==> config.mk <==
export PLATFORM = sky130hd
export DESIGN_NAME = qenc_cmp_counter
export DESIGN_NICKNAME = d
export VERILOG_FILES = /design/src/rtl/qenc_pkg.sv /design/src/rtl/qenc_sync.sv /design/src/rtl/qenc_clear_sel.sv /design/src/rtl/qenc_cmp_bank.sv /design/src/rtl/qenc_cmp_counter.sv
export SDC_FILE = /design/constraint.sdc
export NUM_CORES = 1
export LEC_CHECK = 0
export CORE_MARGIN = 4
export CORE_UTILIZATION = 50
export DETAILED_ROUTE_END_ITERATION = 6
export DONT_BUFFER_PORTS = 1
export PLACE_DENSITY = 0.7
export SLEW_MARGIN = 20
export SYNTH_ARGS = -nofsm -noshare
export SYNTH_HDL_FRONTEND = slang
export SYNTH_SLANG_ARGS = --single-unit
export TNS_END_PERCENT = 50
==> constraint.sdc <==
create_clock -name clk -period 6.51 [get_ports clk]
set_input_delay 1.953 -clock clk [delete_from_list [all_inputs] [get_ports clk]]
set_output_delay 1.953 -clock clk [all_outputs]
set_load 0.05 [all_outputs]
==> src/rtl/qenc_pkg.sv <==
`timescale 1ns/1ps
package qenc_pkg;

  typedef enum logic [1:0] {
    DEC_X1     = 2'b00,
    DEC_X2     = 2'b01,
    DEC_X4     = 2'b10,
    DEC_X4_REV = 2'b11
  } dec_mode_e;

  typedef enum logic [1:0] {
    ZCLR_OFF  = 2'b00,
    ZCLR_RISE = 2'b01,
    ZCLR_FALL = 2'b10,
    ZCLR_ANY  = 2'b11
  } zclr_edge_e;

  typedef struct packed {
    logic go;
    logic up;
  } step_t;

  // Turns one pair of synchronised samples into a step request.
  function automatic step_t decode_step(input dec_mode_e mode,
                                        input logic a_now, input logic a_old,
                                        input logic b_now, input logic b_old);
    step_t s;
    logic a_chg;
    logic b_chg;
    logic fwd;
    a_chg = a_now ^ a_old;
    b_chg = b_now ^ b_old;
    s.go  = 1'b0;
    s.up  = 1'b0;
    fwd   = a_chg ? (a_now ^ b_now) : ~(a_now ^ b_now);
    if (!(a_chg && b_chg)) begin
      case (mode)
        DEC_X1: begin
          s.go = a_chg & a_now;
          s.up = ~b_now;
        end
        DEC_X2: begin
          s.go = a_chg;
          s.up = a_now ^ b_now;
        end
        DEC_X4: begin
          s.go = a_chg | b_chg;
          s.up = fwd;
        end
        default: begin
          s.go = a_chg | b_chg;
          s.up = ~fwd;
        end
      endcase
    end
    return s;
  endfunction

  // Index edge qualifier.
  function automatic logic z_edge_hit(input zclr_edge_e sel,
                                      input logic now, input logic old);
    logic hit;
    case (sel)
      ZCLR_RISE: hit = now & ~old;
      ZCLR_FALL: hit = ~now & old;
      ZCLR_ANY:  hit = now ^ old;
      default:   hit = 1'b0;
    endcase
    return hit;
  endfunction

endpackage

==> src/rtl/qenc_sync.sv <==
`timescale 1ns/1ps
module qenc_sync #(
  parameter int WIDTH  = 3,
  parameter int STAGES = 2
) (
  input  logic             clk,
  input  logic             rst_n,
  input  logic [WIDTH-1:0] pin_in,
  output logic [WIDTH-1:0] pin_now,
  output logic [WIDTH-1:0] pin_old
);
  localparam int TAPS = STAGES + 1;

  logic [WIDTH-1:0] chain [TAPS];

  generate
    for (genvar s = 0; s < TAPS; s++) begin : g_tap
      if (s == 0) begin : g_first
        always_ff @(posedge clk or negedge rst_n) begin
          if (!rst_n) chain[s] <= '0;
          else        chain[s] <= pin_in;
        end
      end else begin : g_next
        always_ff @(posedge clk or negedge rst_n) begin
          if (!rst_n) chain[s] <= '0;
          else        chain[s] <= chain[s-1];
        end
      end
    end
  endgenerate

  assign pin_now = chain[STAGES-1];
  assign pin_old = chain[STAGES];
endmodule

==> src/rtl/qenc_clear_sel.sv <==
`timescale 1ns/1ps
module qenc_clear_sel
  import qenc_pkg::*;
(
  input  logic       src_level,
  input  logic [1:0] edge_sel,
  input  logic [2:0] level_pat,
  input  logic [2:0] pins_now,
  input  logic       z_old,
  output logic       clr_req
);
  localparam int ZB = 0;

  logic edge_clr;
  logic level_clr;

  assign edge_clr  = z_edge_hit(zclr_edge_e'(edge_sel), pins_now[ZB], z_old);
  assign level_clr = (pins_now == level_pat);
  assign clr_req   = src_level ? level_clr : edge_clr;
endmodule

==> src/rtl/qenc_cmp_bank.sv <==
`timescale 1ns/1ps
module qenc_cmp_bank #(
  parameter int CNT_W   = 16,
  parameter int NUM_CMP = 2
) (
  input  logic                     clk,
  input  logic                     rst_n,
  input  logic                     reload,
  input  logic [NUM_CMP*CNT_W-1:0] cmp_val,
  input  logic [CNT_W-1:0]         count,
  input  logic                     qualify,
  output logic [NUM_CMP-1:0]       hit
);
  generate
    for (genvar i = 0; i < NUM_CMP; i++) begin : g_cmp
      logic [CNT_W-1:0] shadow;
      always_ff @(posedge clk or negedge rst_n) begin
        if (!rst_n)      shadow <= '0;
        else if (reload) shadow <= cmp_val[i*CNT_W +: CNT_W];
      end
      assign hit[i] = qualify && (count == shadow);
    end
  endgenerate
endmodule

==> src/rtl/qenc_cmp_counter.sv <==
`timescale 1ns/1ps
module qenc_cmp_counter
  import qenc_pkg::*;
#(
  parameter int CNT_W       = 16,
  parameter int NUM_CMP     = 2,
  parameter int SYNC_STAGES = 2
) (
  input  logic                     clk,
  input  logic                     rst_n,
  input  logic                     enable,
  input  logic                     preload_hold,
  input  logic [CNT_W-1:0]         preload_val,
  input  logic [NUM_CMP*CNT_W-1:0] cmp_val,
  input  logic [1:0]               dir_mode,
  input  logic [NUM_CMP-1:0]       cmp_clr_en,
  input  logic                     clr_src_sel,
  input  logic [1:0]               clr_edge_sel,
  input  logic [2:0]               clr_level,
  input  logic                     enc_a,
  input  logic                     enc_b,
  input  logic                     enc_z,
  output logic [CNT_W-1:0]         count,
  output logic [NUM_CMP-1:0]       match_irq
);
  localparam int PIN_N = 3;
  localparam int PIN_A = 2;
  localparam int PIN_B = 1;
  localparam int PIN_Z = 0;

  function automatic logic [CNT_W-1:0] step_value(input logic [CNT_W-1:0] v,
                                                  input logic up);
    return up ? v + 1'b1 : v - 1'b1;
  endfunction

  logic [PIN_N-1:0] pin_now;
  logic [PIN_N-1:0] pin_old;
  step_t            step;
  logic             clr_req;
  logic [NUM_CMP-1:0] cmp_hit;

  logic             en_q;
  logic             started;
  logic             fresh;
  logic [CNT_W-1:0] count_q;

  // Named internal events
  logic en_rise;
  logic live;
  logic arm_go;
  logic cnt_go;
  logic cnt_up;
  logic cmp_clr;
  logic clr_any;
  logic buf_reload;

  qenc_sync #(.WIDTH(PIN_N), .STAGES(SYNC_STAGES)) u_sync (
    .clk    (clk),
    .rst_n  (rst_n),
    .pin_in ({enc_a, enc_b, enc_z}),
    .pin_now(pin_now),
    .pin_old(pin_old)
  );

  assign step = decode_step(dec_mode_e'(dir_mode),
                            pin_now[PIN_A], pin_old[PIN_A],
                            pin_now[PIN_B], pin_old[PIN_B]);

  qenc_clear_sel u_clr (
    .src_level(clr_src_sel),
    .edge_sel (clr_edge_sel),
    .level_pat(clr_level),
    .pins_now (pin_now),
    .z_old    (pin_old[PIN_Z]),
    .clr_req  (clr_req)
  );

  qenc_cmp_bank #(.CNT_W(CNT_W), .NUM_CMP(NUM_CMP)) u_cmp (
    .clk    (clk),
    .rst_n  (rst_n),
    .reload (buf_reload),
    .cmp_val(cmp_val),
    .count  (count_q),
    .qualify(enable & fresh),
    .hit    (cmp_hit)
  );

  assign en_rise    = enable & ~en_q;
  assign live       = enable & ~en_rise;
  assign arm_go     = live & step.go & ~started;
  assign cnt_go     = live & step.go & started;
  assign cnt_up     = step.up;
  assign cmp_clr    = |(cmp_hit & cmp_clr_en);
  assign clr_any    = live & (clr_req | cmp_clr);
  assign buf_reload = en_rise | clr_any;

  always_ff @(posedge clk or negedge rst_n) begin
    if (!rst_n) begin
      en_q    <= 1'b0;
      started <= 1'b0;
      fresh   <= 1'b0;
      count_q <= '0;
    end else begin
      en_q  <= enable;
      fresh <= cnt_go & ~clr_any;
      if (!enable || en_rise) started <= 1'b0;
      else if (arm_go)        started <= 1'b1;
      if (en_rise) begin
        if (!preload_hold) count_q <= preload_val;
      end else if (clr_any) begin
        count_q <= '0;
      end else if (cnt_go) begin
        count_q <= step_value(count_q, cnt_up);
      end
    end
  end

  assign count     = count_q;
  assign match_irq = cmp_hit;
endmodule

==> flow_results.xml <==
<?xml version="1.0" encoding="UTF-8"?>
<metrics>
  <group name="outcome">
    <metric name="result_of_the_run" unit="">finished clean</metric>
  </group>
  <group name="floorplanning">
    <metric name="design.die.area" unit="um2">9020</metric>
    <metric name="top_level_ports" unit="">83</metric>
    <metric name="initial_core_util" unit="%">51.87</metric>
    <metric name="dieWidth" unit="um">94.98</metric>
    <metric name="placeableCoreArea" unit="um2">7292</metric>
    <metric name="floorplan.die.height" unit="um">94.98</metric>
    <metric name="placement_rows" unit="">31</metric>
  </group>
  <group name="setup_path">
    <metric name="critical_path.slowest_cell" unit="">sky130_fd_sc_hd__o311ai_0</metric>
    <metric name="cp_num_cells" unit="">13</metric>
    <metric name="critPathMaxFanout" unit="">17</metric>
    <metric name="critical_path.cell_chain" unit="">nand2b_1 -&gt; o22ai_1 -&gt; a21oi_1 -&gt; o2111ai_1 -&gt; inv_1 -&gt; ha_1 -&gt; a21oi_1 -&gt; o22ai_1 -&gt; o311ai_0 -&gt; a21boi_0 -&gt; or3_1 -&gt; nand3_1 -&gt; a31oi_1</metric>
    <metric name="wp_data_required" unit="ns">6.69</metric>
    <metric name="critical_path_data_arrival_time" unit="ns">5.15</metric>
    <metric name="timing.setup.critical_path_class" unit="">primary input to flip-flop</metric>
    <metric name="sum_of_buffers_and_inverters_on_the_critical_path" unit="">1</metric>
    <metric name="timing.reg2reg.setup_slack" unit="ns">2.25</metric>
    <metric name="worstSetupStartpointType" unit="">primary input</metric>
    <metric name="crit_path_leading_delay_family" unit="">compound AO/OA/AOI/OAI gates</metric>
    <metric name="startpoint_of_the_worst_slack_reg_to_reg_timing_path" unit="">u_sync.pin_now[2]$_DFF_PN0_</metric>
    <metric name="cp_launch_point" unit="">dir_mode[0]</metric>
    <metric name="reg2regPathDepth" unit="">14</metric>
    <metric name="critical_path.max_stage_delay" unit="ns">0.57</metric>
    <metric name="worstReg2RegEnd" unit="">count[12]$_DFFE_PN0P_</metric>
    <metric name="critical_path.endpoint_type" unit="">flip-flop</metric>
    <metric name="worst_setup_path_endpoint" unit="">count[12]$_DFFE_PN0P_</metric>
  </group>
  <group name="drt">
    <metric name="total_detailed_routing_wirelength" unit="um">9059</metric>
    <metric name="final_antenna_net_count" unit="">0</metric>
    <metric name="drc" unit="">0</metric>
    <metric name="detailroute.via_count" unit="">2834</metric>
    <metric name="wire_per_inst" unit="um">19.23</metric>
    <metric name="detailedRoute.firstPassIterationCount" unit="">5</metric>
    <metric name="initialDrtViolationCount" unit="">130</metric>
    <metric name="routed_via_density" unit="">6.017</metric>
  </group>
  <group name="final_layout">
    <metric name="syn_to_final_growth" unit="%">8.303</metric>
    <metric name="finish.net_count" unit="">452</metric>
    <metric name="share_of_final_layout_standard_cells_stronger_than_drive_strength_1" unit="%">16.67</metric>
    <metric name="insertedDiodeCount" unit="">0</metric>
    <metric name="final_common_cell" unit="">sky130_fd_sc_hd__dfrtp_1</metric>
    <metric name="mostFrequentLayoutCells" unit="">sky130_fd_sc_hd__dfrtp_1, sky130_fd_sc_hd__mux2_2, sky130_fd_sc_hd__xor2_1, sky130_fd_sc_hd__nand2_1</metric>
    <metric name="final_core_utilization" unit="%">56.18</metric>
    <metric name="fillers" unit="">679</metric>
  </group>
  <group name="yosys">
    <metric name="synthesis.nets" unit="">450</metric>
    <metric name="syn-instance-count" unit="">365</metric>
    <metric name="syn-cell-area" unit="um2">3782</metric>
    <metric name="dominantRegCellSynth" unit="">sky130_fd_sc_hd__dfrtp_1</metric>
    <metric name="synth-async-reset-ratio" unit="%">100.0</metric>
    <metric name="yosys_register_bits" unit="">60</metric>
    <metric name="synth.area.top_cells" unit="">sky130_fd_sc_hd__dfrtp_1, sky130_fd_sc_hd__mux2_2, sky130_fd_sc_hd__ha_1</metric>
    <metric name="post_synth_num_cell_types" unit="">55</metric>
    <metric name="synth_seq_area_share" unit="%">39.70</metric>
    <metric name="synth_edf_count" unit="">0</metric>
    <metric name="synthDominantCellAreaShare" unit="%">39.70</metric>
    <metric name="avgSynthCellArea" unit="um2">10.36</metric>
    <metric name="synth.yosys.warnings" unit="">0</metric>
    <metric name="post-synth-top-area-cell" unit="">sky130_fd_sc_hd__dfrtp_1</metric>
  </group>
  <group name="grt">
    <metric name="vias_in_the_first_global_route" unit="">2843</metric>
    <metric name="first_pass_grt_wire_length" unit="um">14300</metric>
    <metric name="grt_overflow" unit="">0</metric>
    <metric name="grt_max_degree" unit="">61</metric>
    <metric name="grt_use_total" unit="%">20.87</metric>
    <metric name="antenna_violations_before_repair" unit="">0</metric>
  </group>
  <group name="sta">
    <metric name="setup-tns-final" unit="ns">0</metric>
    <metric name="final-hold-violation-count" unit="">0</metric>
    <metric name="fmaxAchievable" unit="GHz">0.2012</metric>
    <metric name="rsz0062_at_grt" unit="">no</metric>
    <metric name="setup_viol_count_final" unit="">0</metric>
    <metric name="timing_worst_slew_pin_value" unit="ns">1.058</metric>
    <metric name="period_share" unit="%">76.35</metric>
    <metric name="finalMaxSlewViolations" unit="">0</metric>
    <metric name="headroom_to_the_max_slew_limit" unit="%">28.90</metric>
    <metric name="min_cycle_time_layout" unit="ns">4.970</metric>
    <metric name="timing.clock.skew" unit="ns">0.007344</metric>
  </group>
  <group name="pwr">
    <metric name="comb_power_share" unit="%">39.3</metric>
    <metric name="power.ir.vdd_worst" unit="V">0.0002050</metric>
    <metric name="seqPwrFrac" unit="%">41.3</metric>
    <metric name="sw_frac_of_total" unit="%">45.55</metric>
    <metric name="power_spent_charging_and_discharging_nets" unit="mW">0.8584</metric>
    <metric name="pwr_density_cell" unit="nW/um2">460.0</metric>
    <metric name="leakage" unit="nW">1.659</metric>
    <metric name="power.clock.fraction" unit="%">19.4</metric>
    <metric name="internal_power" unit="mW">1.026</metric>
  </group>
  <group name="cts">
    <metric name="ctsHoldBuffers" unit="">0</metric>
    <metric name="cts-htree-levels" unit="">3</metric>
    <metric name="number_of_cells_upsized_or_downsized_after_cts" unit="">0</metric>
    <metric name="cts_setup_buffers" unit="">0</metric>
    <metric name="clkTransAtPathRegs" unit="ns">0.07</metric>
    <metric name="clock_sink_count" unit="">60</metric>
    <metric name="cts_inserted_buffers" unit="">9</metric>
    <metric name="root_buffer" unit="">sky130_fd_sc_hd__clkbuf_8</metric>
    <metric name="clock_latency" unit="ns">0.34</metric>
    <metric name="clock_tree_from_tritoncts" unit="">done</metric>
    <metric name="ctsLongestPathBuffers" unit="">2</metric>
  </group>
  <group name="placed_design">
    <metric name="post-dp-hpwl" unit="um">6795</metric>
    <metric name="buffer_ports.inserted" unit="">0</metric>
    <metric name="gp_routability_congestion" unit="">0.8895</metric>
  </group>
  <group name="hold_path">
    <metric name="hold_start" unit="">u_sync.chain[8]$_DFF_PN0_</metric>
    <metric name="holdCritPathClass" unit="">flip-flop to flip-flop</metric>
  </group>
  <group name="flow_run">
    <metric name="max_cap_violations" unit="">0</metric>
  </group>
</metrics>
==> how the worst min path moves through the flow <==
| stage | to | cells past startpoint |
|---|---|---|
| 5_1_grt | u_sync.pin_now[1]$_DFF_PN0_ | 0 |
| 3_5_place_dp | u_sync.pin_now[2]$_DFF_PN0_ | 0 |
| 2_1_floorplan | u_sync.pin_now[0]$_DFF_PN0_ | 0 |
| 6_report | u_sync.pin_now[2]$_DFF_PN0_ | 0 |
| 4_1_cts | u_sync.pin_now[2]$_DFF_PN0_ | 0 |
| 3_3_place_gp | u_sync.pin_now[2]$_DFF_PN0_ | 0 |
==> synthesized netlist by cell type (all sizes together), types with 4 or more instances <==
cell type,instances
nand2,22
nor4,9
nor2b,6
nand4,7
o21a,9
o21ai,9
xor2,24
a31oi,4
nand2b,4
a21oi,14
o211ai,7
dfrtp,60
nor2,15
nor3,7
ha,19
buf,9
xnor2,19
mux2,35
inv,12
nand3,17
a21o,5
==> power by group through the flow <==
stage          sequential (mW)  combinational [mW]  clock (mW)
2_1_floorplan            0.726               0.617           0
3_3_place_gp             0.783               0.723           0
3_5_place_dp             0.787               0.734           0
4_1_cts                  0.780               0.741       0.372
5_1_grt                  0.792               0.835       0.388
6_report                 0.778               0.740       0.366
==> metrics by stage <==
stage	setup WS (ns)	cells	power, mW	instance area [um2]	hold WS (ns)
2_1_floorplan	0.8307	365	1.343	3782	0.3312
4_1_cts	1.561	471	1.893	4096	0.3562
6_report	1.540	471	1.884	4096	0.3510
3_5_place_dp	1.193	455	1.521	3875	0.3418
3_3_place_gp	1.302	455	1.506	3875	0.3329
5_1_grt	1.238	471	2.015	4096	0.3632
==> metal layers <==
| metal | part of all wire, % | track usage, % | vias up |
|---|---|---|---|
| li1 | - | - | 1345 |
| met2 | 47 | 32.77 | 98 |
| met4 | 1.7 | 7.933 | 0 |
| met5 | 0 | 0 | - |
| met3 | 8.0 | 5.259 | 16 |
| met1 | 43 | 27.73 | 1375 |
==> logic make-up after synthesis <==
kind of cell | count (synthesis) | synth area share [%]
AOI/OAI and AO/OA | 71 | 13.23
xor gates and xnor gates | 43 | 9.957
adders and majority gates | 20 | 6.814
buffers and inverters | 24 | 2.911
DFF | 60 | 39.70
muxes | 38 | 11.21
and+or+nand+nor | 109 | 16.18
==> area by class of cell <==
class | instances | area (um2) | area share, %
repair buffers | 3 | 22.52 | 0.5498
clock inverters | 3 | 42.54 | 1.038
clock buffers | 13 | 178.9 | 4.368
inverters | 12 | 45.04 | 1.100
multi-input cells | 281 | 2182 | 53.27
well taps | 99 | 123.9 | 3.024
flip-flops and latches | 60 | 1501 | 36.65
==> flip-flops by register name, indices dropped and copies added, names as in the netlist <==
register            count
u_sync.pin_now          3
en_q                    1
started                 1
u_sync.chain            3
count                  16
u_cmp.g_cmp.shadow     32
fresh                   1
u_sync.pin_old          3
(Power assumes the default switching activity.)
